===== src/rtl/lock_flag_mux.sv =====
module lock_flag_mux #(
  parameter int THRESH = 3
) (
  input  logic       clk,
  input  logic       rst_n,
  input  logic       err_a,
  input  logic       err_b,
  input  logic       ref_a,
  input  logic       ref_b,
  input  logic       pwr_a,
  input  logic       pwr_b,
  input  logic [1:0] sel,
  input  logic       port_bit,
  output logic       pin_pull,
  output logic       ool_a,
  output logic       ool_b
);
  localparam int CW = $clog2(THRESH + 1);

  logic [1:0] err, strobe, pwr, ool;

  assign err    = {err_b, err_a};
  assign strobe = {ref_b, ref_a};
  assign pwr    = {pwr_b, pwr_a};

  for (genvar g = 0; g < 2; g++) begin : g_loop
    logic [CW-1:0] run;
    logic          armed, dirty, wide;

    assign wide = err[g] && (run == CW'(THRESH));

    always_ff @(posedge clk or negedge rst_n) begin
      if (!rst_n) begin
        run    <= '0;
        armed  <= 1'b0;
        dirty  <= 1'b0;
        ool[g] <= 1'b1;
      end else if (!pwr[g]) begin
        run    <= '0;
        armed  <= 1'b0;
        dirty  <= 1'b0;
        ool[g] <= 1'b0;
      end else begin
        if (!err[g])                 run <= '0;
        else if (run != CW'(THRESH)) run <= run + 1'b1;

        if (wide)                              ool[g] <= 1'b1;
        else if (strobe[g] && armed && !dirty) ool[g] <= 1'b0;

        if (strobe[g]) begin
          armed <= 1'b1;
          dirty <= wide;
        end else if (wide) begin
          dirty <= 1'b1;
        end
      end
    end
  end

  assign ool_a = ool[0];
  assign ool_b = ool[1];

  always_comb begin
    case (sel)
      2'b00:   pin_pull = ~port_bit;
      2'b01:   pin_pull = ool_b;
      2'b10:   pin_pull = ool_a;
      default: pin_pull = ool_a | ool_b;
    endcase
  end
endmodule


===== config.mk =====
export PLATFORM = sky130hd
export DESIGN_NAME = lock_flag_mux
export DESIGN_NICKNAME = d
export VERILOG_FILES = /design/src/rtl/lock_flag_mux.sv
export SDC_FILE = /design/constraint.sdc
export NUM_CORES = 1
export LEC_CHECK = 0
export BUFFER_PORTS_ARGS = -buffer_cell sky130_fd_sc_hd__buf_2
export CORE_AREA = 10 10 47 49
export DETAILED_ROUTE_END_ITERATION = 8
export DIE_AREA = 0 0 57 59
export PLACE_DENSITY = 0.67
export SYNTH_ARGS = -nofsm -noshare
export SYNTH_HDL_FRONTEND = slang
export SYNTH_SLANG_ARGS = --single-unit

===== constraint.sdc =====
create_clock -name clk -period 1.6 [get_ports clk]
set_clock_uncertainty 0.1 [all_clocks]
set_input_delay 0.32 -clock clk [delete_from_list [all_inputs] [get_ports clk]]
set_output_delay 0.32 -clock clk [all_outputs]
set_load 0.03 [all_outputs]

==> metrics.txt <==
setup slack, reg-to-reg 0.43 ns; Worst Setup End Kind output pin; post-synthesis compound-gate area fraction 12.9%; largest family of logic cells by synthesized area simple AND/OR/NAND/NOR gates; multiplexer share of the synthesized area 4.30%; Hold EP g_loop[1].armed$_DFFE_PN0P_; period utilization 97.1%; row count 14; Fmax between 600 and 700 MHz; DR iter-0 viols 2; post-synthesis cell type count 14; status finished, final reports clean; CP startpoint kind flip-flop; Slew Limit Fails 0; Layout Nets 76; dpl cells 73; Antenna Violating Nets Remaining 0; critical path arrival between 1 and 1.5 ns; worst skew pair latency 0.26 ns; R2R depth 3; Fillers 141; Num CTS Buffers 3; Post-Synth Adder-Cell Area 5.38%; DRT Pass-1 Iters 2; dominant cell type by area after synthesis dfrtp_1; Worst Max-Slew Pin Slew 0.222 ns; TritonCTS clock tree built; Remaining DRCs 0; Yosys top cell area share 43.0%; number of synthesized register bits 10; synthesized cell area approximately 470 sq um; core footprint 1400 sq um; syn_nets 57; antenna violations before repair 0; Clock Path Buffers 2; DIE AREA 3360 sq um; most common cell after layout, fill and taps aside buf_2; WL per Instance 11.2 microns; TNS Setup 0 ns; pin count of the biggest net entering global routing 11; n_diodes 0; Total Wirelength 874 microns; port buffer count 13; fin util 42.6%; Initial Utilization 33.2%; final setup fails 0; hold_sp ref_b; Synthesis Warnings 0; Setup crit start ool_a$_DFFE_PN1P_; fin cells between 70 and 80; GR Overflow Total 0; Reg-to-Reg End ool_b$_DFFE_PN1P_; RSZ-0062 raised after global routing false; critical path required time 1.18 ns; post-synthesis xor/xnor area fraction 3.76%; Post-Syn Instances 44; vias in the first global route 403; most frequent cells in the layout 13 x buf_2, 8 x nor2_1, 8 x dfrtp_1; Hold Violations, Final 0; routability cong. about 0.62; Leakage Power 0.000295 uW; Hold Slack 0.200 ns; io pins 14; Worst Slack Setup Final 0.0470 ns; headroom to the max-slew limit between 80% and 90%; Hold Crit Class in -> reg; Peak VDD IR 0.481 mV; share of post-route cells with drive strength above 1 33.9%; clk slew on worst S/H paths 0.06 ns; CTS H-tree lvls 1; critical path type reg -> out; Max Cap Viol 0; PwrDens 906 nW/um^2; area growth from synthesis to layout 28.2%; Hold Path Depth 3; dpl ws 0.253 ns; global-route wire length before repair 1610 microns; post-route minimum period 1.55 ns; Die Span Y 59 microns; synthesized area per cell roughly 11 sq um; crit-path max FO 3; chip width 57 microns; sequential fraction of the synthesis area 54.3%; routed via count 362; R2R Path Start g_loop[1].run[0]$_DFFE_PN0P_; CTS sink count 10; CTS Root Cell clkbuf_4; Tot GR Track Use 6.10%; post-synthesis simple-gate area fraction 16.1%; Via density 4.64; top cells by area, synth dfrtp_1 43%, dfstp_2 11%, a311oi_2 6.5%
[routing by layer]
| metal | up-vias | GRT usage [%] | share of wire, % |
|---|---|---|---|
| li1 | 184 | - | - |
| met3 | 2 | 3.00 | 8.5 |
| met5 | - | 0 | 0 |
| met4 | 0 | 5.03 | 0.92 |
| met2 | 15 | 8.37 | 41 |
| met1 | 161 | 6.92 | 49 |
[state kept, by name (all words and copies together) (netlist names)]
signal / count
g_loop.armed: 2
ool_b: 1
g_loop.dirty: 2
g_loop.run: 4
ool_a: 1
[power by group]
group,switching (uW),internal (uW)
Combinational,26.8,23.2
Sequential,4.92,262
Clock,85.8,138
[kinds of logic (layout without fill, tap and decap cells)]
family | count (synthesis) | after routing
simple gates | 17 | 17
flops | 10 | 10
compound gates | 7 | 7
buf+inv | 4 | 22
fa+ha+maj | 2 | 2
xor+xnor | 2 | 2
mux | 2 | 2
[final cells by class]
| class | instances | area, sq um | area share [%] |
|---|---|---|---|
| repair buffers | 14 | 75.1 | 12.6 |
| flip-flops and latches | 10 | 253 | 42.3 |
| multi-input cells | 30 | 198 | 33.1 |
| inverters | 4 | 15.0 | 2.52 |
| well taps | 16 | 20.0 | 3.35 |
| clock buffers | 4 | 36.3 | 6.08 |
[cells in the mapped netlist]
cell type	instances
a221o_1	1
mux2i_1	2
nand2b_1	2
nor2_1	8
nand2_1	4
and2_1	2
dfstp_2	2
xor2_1	2
dfrtp_1	8
nor3_1	1
inv_1	4
a311oi_2	2
ha_1	2
a21oi_1	4
[worst max path at each step]
stage	end	slack, ns	depth (start not counted)
after floorplan	pin_pull	0.22	1
after global placement	pin_pull	0.26	3
after detailed placement	pin_pull	0.25	3
after CTS	pin_pull	0.03	2
after global routing	pin_pull	0.005	2
final	pin_pull	0.05	2
[repair_timing]
action                                 4_1_cts  5_1_grt
gates resized for setup                      0        0
endpoints found under the hold margin        8        0
buffers inserted                             0        0
hold buffers                                 1        0
[per-stage QoR]
step	cell area [sq um]	power (uW)
2_1_floorplan	465	295
3_3_place_gp	551	319
3_5_place_dp	551	321
4_1_cts	597	552
5_1_grt	597	569
6_report	597	541
[critical path: stages (launching register included)]
cell	delay, ns
dfstp_2	0.55
a221o_1	0.13
buf_2	0.19
Note: power is estimated with default switching activity, not from simulation.
